$ cat src/rtl/fwd_pkg.sv
package fwd_pkg;
  localparam int unsigned SEL_W = 3;

  typedef enum logic [SEL_W-1:0] {
    SRC_REGFILE = 3'd2,
    SRC_STAGE3  = 3'd3,
    SRC_STAGE4  = 3'd4
  } fwd_src_e;

  localparam int unsigned NUM_FWD_STAGES = 2;
  localparam int unsigned IDX_S3 = 0;
  localparam int unsigned IDX_S4 = 1;
endpackage

$ cat src/rtl/fwd_match.sv
module fwd_match #(
  parameter int unsigned REG_AW   = 5,
  parameter int unsigned ZERO_REG = 0
) (
  input  logic              wr_en_i,
  input  logic [REG_AW-1:0] dst_i,
  input  logic [REG_AW-1:0] src_i,
  output logic              hit_o
);
  localparam logic [REG_AW-1:0] ZeroIdx = REG_AW'(ZERO_REG);

  logic same_reg;
  logic dst_live;

  always_comb begin
    same_reg = (dst_i == src_i);
    dst_live = (dst_i != ZeroIdx);
    hit_o    = wr_en_i & same_reg & dst_live;
  end
endmodule

$ cat src/rtl/fwd_prio.sv
module fwd_prio
  import fwd_pkg::*;
(
  input  logic [NUM_FWD_STAGES-1:0] hit_i,
  input  logic [NUM_FWD_STAGES-1:0] alt_i,
  output fwd_src_e                  src_o,
  output logic                      alt_o
);
  // youngest stage (lowest index) wins
  always_comb begin
    src_o = SRC_REGFILE;
    alt_o = 1'b0;
    if (hit_i[IDX_S3]) begin
      src_o = SRC_STAGE3;
      alt_o = alt_i[IDX_S3];
    end else if (hit_i[IDX_S4]) begin
      src_o = SRC_STAGE4;
      alt_o = alt_i[IDX_S4];
    end
  end
endmodule

$ cat src/rtl/fwd_operand_sel.sv
module fwd_operand_sel
  import fwd_pkg::*;
#(
  parameter int unsigned REG_AW = 5
) (
  input  logic [REG_AW-1:0] src_reg_i,
  input  logic              s3_wr_en_i,
  input  logic [REG_AW-1:0] s3_dst_i,
  input  logic              s3_ret_addr_i,
  input  logic              s4_wr_en_i,
  input  logic [REG_AW-1:0] s4_dst_i,
  input  logic              s4_wb_src_i,
  output logic [SEL_W-1:0]  sel_stage_o,
  output logic              sel_alt_o
);
  logic [NUM_FWD_STAGES-1:0]             wr_en;
  logic [NUM_FWD_STAGES-1:0][REG_AW-1:0] dst;
  logic [NUM_FWD_STAGES-1:0]             alt;
  logic [NUM_FWD_STAGES-1:0]             hit;
  fwd_src_e                              src;

  always_comb begin
    wr_en[IDX_S3] = s3_wr_en_i;
    wr_en[IDX_S4] = s4_wr_en_i;
    dst[IDX_S3]   = s3_dst_i;
    dst[IDX_S4]   = s4_dst_i;
    alt[IDX_S3]   = s3_ret_addr_i;
    alt[IDX_S4]   = s4_wb_src_i;
  end

  for (genvar g = 0; g < NUM_FWD_STAGES; g++) begin : g_match
    fwd_match #(.REG_AW(REG_AW), .ZERO_REG(0)) u_match (
      .wr_en_i (wr_en[g]),
      .dst_i   (dst[g]),
      .src_i   (src_reg_i),
      .hit_o   (hit[g])
    );
  end

  fwd_prio u_prio (
    .hit_i (hit),
    .alt_i (alt),
    .src_o (src),
    .alt_o (sel_alt_o)
  );

  assign sel_stage_o = src;

  always_comb begin

    no_writer_regfile_chk: assert (s3_wr_en_i || s4_wr_en_i || sel_stage_o == 3'd2);

    s3_priority_chk: assert (!(s3_wr_en_i && s3_dst_i == src_reg_i && src_reg_i != '0)
                             || sel_stage_o == 3'd3);

    s3_alt_chk: assert (sel_stage_o != 3'd3 || sel_alt_o == s3_ret_addr_i);

    s4_alt_chk: assert (sel_stage_o != 3'd4 || sel_alt_o == s4_wb_src_i);

    zero_reg_chk: assert (src_reg_i != '0 || sel_stage_o == 3'd2);

    regfile_alt_chk: assert (sel_stage_o != 3'd2 || !sel_alt_o);
  end
endmodule

$ cat config.mk
export PLATFORM = sky130hd
export DESIGN_NAME = fwd_operand_sel
export DESIGN_NICKNAME = d
export VERILOG_FILES = /design/src/rtl/fwd_pkg.sv /design/src/rtl/fwd_match.sv /design/src/rtl/fwd_prio.sv /design/src/rtl/fwd_operand_sel.sv
export SDC_FILE = /design/constraint.sdc
export NUM_CORES = 1
export LEC_CHECK = 0
export BUFFER_PORTS_ARGS = -buffer_cell sky130_fd_sc_hd__buf_2
export CAP_MARGIN = 20
export CORE_AREA = 3 3 40 42
export DETAILED_ROUTE_END_ITERATION = 8
export DIE_AREA = 0 0 43 45
export PLACE_DENSITY = 0.44
export SYNTH_ARGS = -nofsm -noshare
export SYNTH_HDL_FRONTEND = slang
export SYNTH_SLANG_ARGS = --single-unit
$ cat constraint.sdc
create_clock -name vclk -period 1.7
set_input_delay 0.17 -clock vclk [all_inputs]
set_output_delay 0.17 -clock vclk [all_outputs]
set_load 0.01 [all_outputs]
Yosys cells after proc, flatten, opt, wreduce, memory -nomap -nowiden
Cells that the tools add are included.
- register bits: 0
- word-level logic and storage cells: 12
- equal/unequal tests: 2
- multiplexer cells: 4
- bitwise operators: 4
- reductions and logical operators: 2
- operators with widths (operator ; number):
    5-bit equality test ; 2
    5-bit nonzero test ; 2
    3-bit 2-to-1 mux ; 2
    1-bit bitwise AND ; 4
    1-bit 2-to-1 mux ; 2

Longest topological paths before layout
Gate-level depths: netlist of the first run.
- word-level depth: 5
- mapped depth: 4
- gate-level depth less buffers: 4

Hierarchy
Synthesis of the first run repeated with hierarchy kept, for this count alone.
- cell total of the unflattened synthesis: 24
- area total of the unflattened synthesis: 173.9 µm²
- by module, submodules not included (module ; times used ; cells each ; area an instance (µm²)):
    fwd_match ; 2 ; 10 ; 70.1
    fwd_prio ; 1 ; 4 ; 33.8

Worst setup path after synthesis of the first run
Ideal clock, no wire load.
- path kind: in2out
- from: input s4_dst_i[0]
- to: output sel_alt_o
- data arrival time: 1.179 ns
- slack: 0.351 ns
- stages on the path: 4
- cell sequence: or4_1 > a21oi_2 > nor4b_1 > mux2_2
- word-level cells in the longest chain between the ends: 5
- elaborated cells between the ends (all ways): 6
- ends and longest elaborated chain (element ; line ; RTL):
    start: declaration ; fwd_operand_sel.sv:11 ; input logic [REG_AW-1:0] s4_dst_i,
    5-bit equality test ; fwd_match.sv:16 ; same_reg = (dst_i == src_i);
    1-bit bitwise AND ; fwd_match.sv:18 ; hit_o = wr_en_i & same_reg & dst_live;
    1-bit bitwise AND (*) ; fwd_match.sv:18 ;
    1-bit 2-to-1 mux (*) ; fwd_prio.sv:16 ; end else if (hit_i[IDX_S4]) begin
    1-bit 2-to-1 mux (*) ; fwd_prio.sv:13 ; if (hit_i[IDX_S3]) begin
    end: declaration ; fwd_operand_sel.sv:14 ; output logic sel_alt_o
Mark *: on every way between the ends. The rest lies on a longest branch, timed or not.

Worst setup path after layout of the first run
- from: input s3_dst_i[4]
- to: output sel_alt_o
- word-level cells in the longest chain between the ends: 4
- elaborated cells between the ends (all ways): 5
- ends and longest elaborated chain (element ; line ; RTL):
    start: declaration ; fwd_operand_sel.sv:8 ; input logic [REG_AW-1:0] s3_dst_i,
    5-bit equality test ; fwd_match.sv:16 ;
    1-bit bitwise AND ; fwd_match.sv:18 ;
    1-bit bitwise AND (*) ; fwd_match.sv:18 ;
    1-bit 2-to-1 mux (*) ; fwd_prio.sv:13 ;
Marks and branches as above.

==> out/results.txt, run 1 <==
Syn Area/Cell - 7.12 sq um
Max Fclk - 620 MHz
Crit path capture - sel_alt_o
Vias in the first global route - 222
Gate Count Post-Synth - 26
Max-Cap Viols - 0
Most frequent CP cell - buf_2
Area of the multi-input gates - 178 sq um
Syn_nets - 45
Worst Hold Slack - 652 ps
PwrDens - 192 nW/um^2
Die X - 43 um
Unique masters post-synth - 18
Core Rows - 13
Antenna violations before repair - 0
I/O Pins - 23
YS warnings - 0
Area grow syn2layout - 68.2%
Class of the worst hold path - in2out
Via Count - 253
Initial core utilization - 0.144
CP startpoint - s3_dst_i[4]
Initial detailed-routing violation count - 3
Slowest CP cell - mux2_2
CORE AREA - 1280 sq um
Slew margin rel. - 0.833
Hold Buf Count CTS - 0
Outcome - finished, final reports clean
Worst EP required - 1530 ps
Setup CP Type - in2out
Gpl congestion - 0.588
Cell Chain, Critical Path - buf_2 > or2_2 > o21ai_0 > and4_1 > mux2_2 > buf_2
Crit path largest cell delay - 340 ps
CP max FO - 4
Share of layout cells above drive strength 1 - 0.542
Gr usage total - 0.0580
Final Hold Vio Count - 0
Setup TNS - 0 ps
Worst slew pin tran - 248 ps
Largest net degree at the start of global routing - 5
Slew Limit Fails - 0
Final nets - 69
Residual DRC - 0
CP startpoint kind - input pin
Final worst path period need - 1610 ps
Routed wire per std cell - 9.11 um
Post-Syn Area - 185 sq um
Number of clock-tree buffers in the layout - 0
Post-CTS Resized - 0
Die area - 1940 sq um
Chip height - 45 um
CP Capture Type - primary output
VDD IR max - 0.0000598 V
Crit path DAT - 1440 ps
RSZ-0062 raised after global routing - no
First-pass GRT wire length - 910 um
Static Leak - 0.149 nW
Post CTS Setup Buffer Count - 0
Drt via density - 4.02
Fill count - 147
Period Utilization, post-route - 0.949
IO buf count - 23
Post-DRT Antenna Nets - 0
Endpoints failing setup - 0
Diodes inserted - 0
Total congestion overflow - 0
Drt first pass iters - 4
Register area - 0 sq um
Final wirelength - 574 um
Seq Cell Count - 0
Seq/Total Area, Yosys - 0
critical path: cells and delay by family:
kind / cells / cell delay [ps]
and+or+nand+nor: 2 / 560
muxes: 1 / 340
buffers and inverters: 2 / 240
AOI/OAI and AO/OA: 1 / 140
worst min-delay path by stage:
stage / start / to / slack (ps) / cells after the start
finish: s3_ret_addr_i / sel_alt_o / 650 / 3
global route: s3_ret_addr_i / sel_alt_o / 670 / 3
CTS: s3_ret_addr_i / sel_alt_o / 650 / 3
detailed placement: s3_ret_addr_i / sel_alt_o / 650 / 3
global placement: s3_ret_addr_i / sel_alt_o / 650 / 3
floorplan: s3_ret_addr_i / sel_alt_o / 490 / 1
routing by layer:
metal | vias up | wire length (um) | track usage
met4 | 0 | 0 | 0
met1 | 101 | 258 | 0.0929
met5 | - | 0 | 0
li1 | 136 | - | -
met3 | 0 | 84 | 0.0120
met2 | 16 | 231 | 0.0838
cell families (layout without fill, tap and decap cells):
kind of cell    count (synthesis)  after routing  share of synthesized area
compound gates                  2              2                     0.0743
buf+inv                         1             23                     0.0406
xor+xnor                        8              8                      0.378
simple gates                   14             14                      0.446
mux                             1              1                     0.0608
cell usage after synthesis:
master    count  area share
and2_1        1       0.034
nor4_1        1       0.034
or2_2         1       0.034
nand3_1       1       0.027
buf_4         1       0.041
xnor2_1       5        0.24
or4_1         1       0.041
nor2_1        1       0.020
and4_1        1       0.047
nor4b_1       1       0.047
nand2b_1      1       0.034
mux2_2        1       0.061
xor2_1        3        0.14
a21oi_2       1       0.047
nor3_1        2       0.054
nor2b_1       1       0.034
nand2_1       2       0.041
o21ai_0       1       0.027
stage by stage:
stage          utilization  instances  total power [mW]  setup slack (ps)  instance area, sq um
4_1_cts              0.242         63            0.0606              74.2                   312
6_report             0.242         63            0.0599              86.8                   312
3_5_place_dp         0.242         63            0.0605              75.7                   312
3_3_place_gp         0.242         63            0.0599              90.5                   312
5_1_grt              0.242         63            0.0678              28.2                   312
2_1_floorplan            -         26            0.0280               351                   185
placed cells by master (no fill, tap or decap), drive strengths merged:
cell	n
nor2	1
buf	23
a21oi	1
nor4	1
o21ai	1
and4	1
and2	1
xor2	3
nand3	1
mux2	1
nor3	2
or2	1
xnor2	5
or4	1
nor2b	1
nand2b	1
nand2	2
nor4b	1
area by class of cell:
cell class,instances,area share
Tap cell,15,0.0602
Timing Repair Buffer,23,0.369
Multi-Input combinational cell,25,0.570
report_power, final:
group	switching (mW)	total [mW]	leakage, nW	internal, mW
sequential	0	0	0	0
combinational	0.0260	0.0599	0.149	0.0339
clock	0	0	0	0
total	0.0260	0.0599	0.149	0.0339
Note: power is estimated with default switching activity, not from simulation.
==> run 2: changes to the inputs <==
- PLACE_DENSITY: 0.44 -> unset
==> run 2 against run 1 <==
Flip-flop and latch count stayed put. Largest cell class unchanged. Die area stayed put. Maximum frequency up 0.35%. Final cell count is the same. Highest routed layer unchanged. Routed wire length shrank 1.7%. First-iteration DRC count did not move. Largest power group unchanged. Core utilization stayed put. Hold slack improved by 2.8 ps.
==> out/results.txt, run 2 (synthesized netlist as in run 1, its figures left out) <==
Switching power - 0.0263 mW
Post-DRT Antenna Nets - 0
Final nets - 69
Slew margin rel. - 0.798
Gr usage total - 0.0522
Period Utilization, post-route - 0.946
CP startpoint kind - input pin
Fill count - 149
Area grow syn2layout - 68.2%
Worst Hold Slack - 655 ps
Final worst path period need - 1610 ps
Via Count - 255
Register area - 0 sq um
Drt via density - 4.05
Max-Cap Viols - 0
Worst slew pin tran - 300 ps
Area of the multi-input gates - 178 sq um
Core Rows - 13
Final Hold Vio Count - 0
VDD IR max - 0.0000522 V
IO buf count - 23
Share of layout cells above drive strength 1 - 0.542
Post-route insts no fill - 63
I/O Pins - 23
Slew Limit Fails - 0
Die area - 1940 sq um
Worst EP required - 1530 ps
Largest net degree at the start of global routing - 5
Diodes inserted - 0
Endpoints failing setup - 0
Class of the worst hold path - in2out
Drt first pass iters - 2
First-pass GRT wire length - 807 um
Sw Share - 0.437
RSZ-0062 raised after global routing - no
Gpl congestion - 0.617
Comb pwr share - 1.000
CP max FO - 2
Max Fclk - 622 MHz
Setup CP Type - in2out
Total congestion overflow - 0
Commonest non-fill, non-tap cell in the layout - buf_2
Hpwl dp - 557 um
Seq Cell Count - 0
Flop pwr share - 0
Post CTS Setup Buffer Count - 0
Outcome - finished, final reports clean
PwrDens - 193 nW/um^2
Clock network power share - 0
Placed cell count - 63
Residual DRC - 0
Crit path DAT - 1440 ps
CP Capture Type - primary output
Post-CTS Resized - 0
Die X - 43 um
Routed wire per std cell - 8.95 um
Chip height - 45 um
Hold Buf Count CTS - 0
CORE AREA - 1280 sq um
Number of clock-tree buffers in the layout - 0
Initial detailed-routing violation count - 3
Setup TNS - 0 ps
Initial core utilization - 0.144
Most frequent cells in the layout - 23 x buf_2, 5 x xnor2_1, 3 x xor2_1
Final wirelength - 564 um
Antenna violations before repair - 0
Vias in the first global route - 194
Int Pwr - 0.0339 mW
Static Leak - 0.149 nW
run 2: cell counts in the layout (fill, tap and decap cells not counted):
Identical to the previous run, type by type.
run 2: through the flow:
step / worst slack [ps] / power [mW] / cell area (sq um) / util
detailed placement: 76.9 / 0.0611 / 312 / 0.242
floorplan: 351 / 0.0280 / 185 / -
global placement: 85.6 / 0.0593 / 312 / 0.242
global route: 20.4 / 0.0667 / 312 / 0.242
CTS: 75.1 / 0.0612 / 312 / 0.242
finish: 92.5 / 0.0602 / 312 / 0.242
run 2: power groups by stage:
stage,sequential (mW),combinational [mW],clock (mW)
floorplan,0,0.0280,0
global placement,0,0.0593,0
detailed placement,0,0.0611,0
CTS,0,0.0612,0
global route,0,0.0667,0
finish,0,0.0602,0
run 2: per-layer routing:
layer	wire length, um	share of wire	GRT usage	vias to the layer above
li1	-	-	-	137
met1	257	0.46	0.0786	99
met2	216	0.38	0.0808	19
met3	90	0.16	0.0120	0
met4	0	0	0	0
met5	0	0	0	-
run 2: final timing paths:
kind	startpoint	end	slack (ps)	cells after the start
setup / recovery	s4_dst_i[0]	sel_alt_o	90	6
hold / removal	s3_ret_addr_i	sel_alt_o	660	3
run 2: cell type report:
cell class / instances / share of cell area
Tap cell: 15 / 0.0602
Timing Repair Buffer: 23 / 0.369
Multi-Input combinational cell: 25 / 0.570
run 2: worst max-delay path: stages:
cell,delay [ps]
buf_2,110
or4_1,550
a21oi_2,160
nor4b_1,60
mux2_2,250
buf_2,140
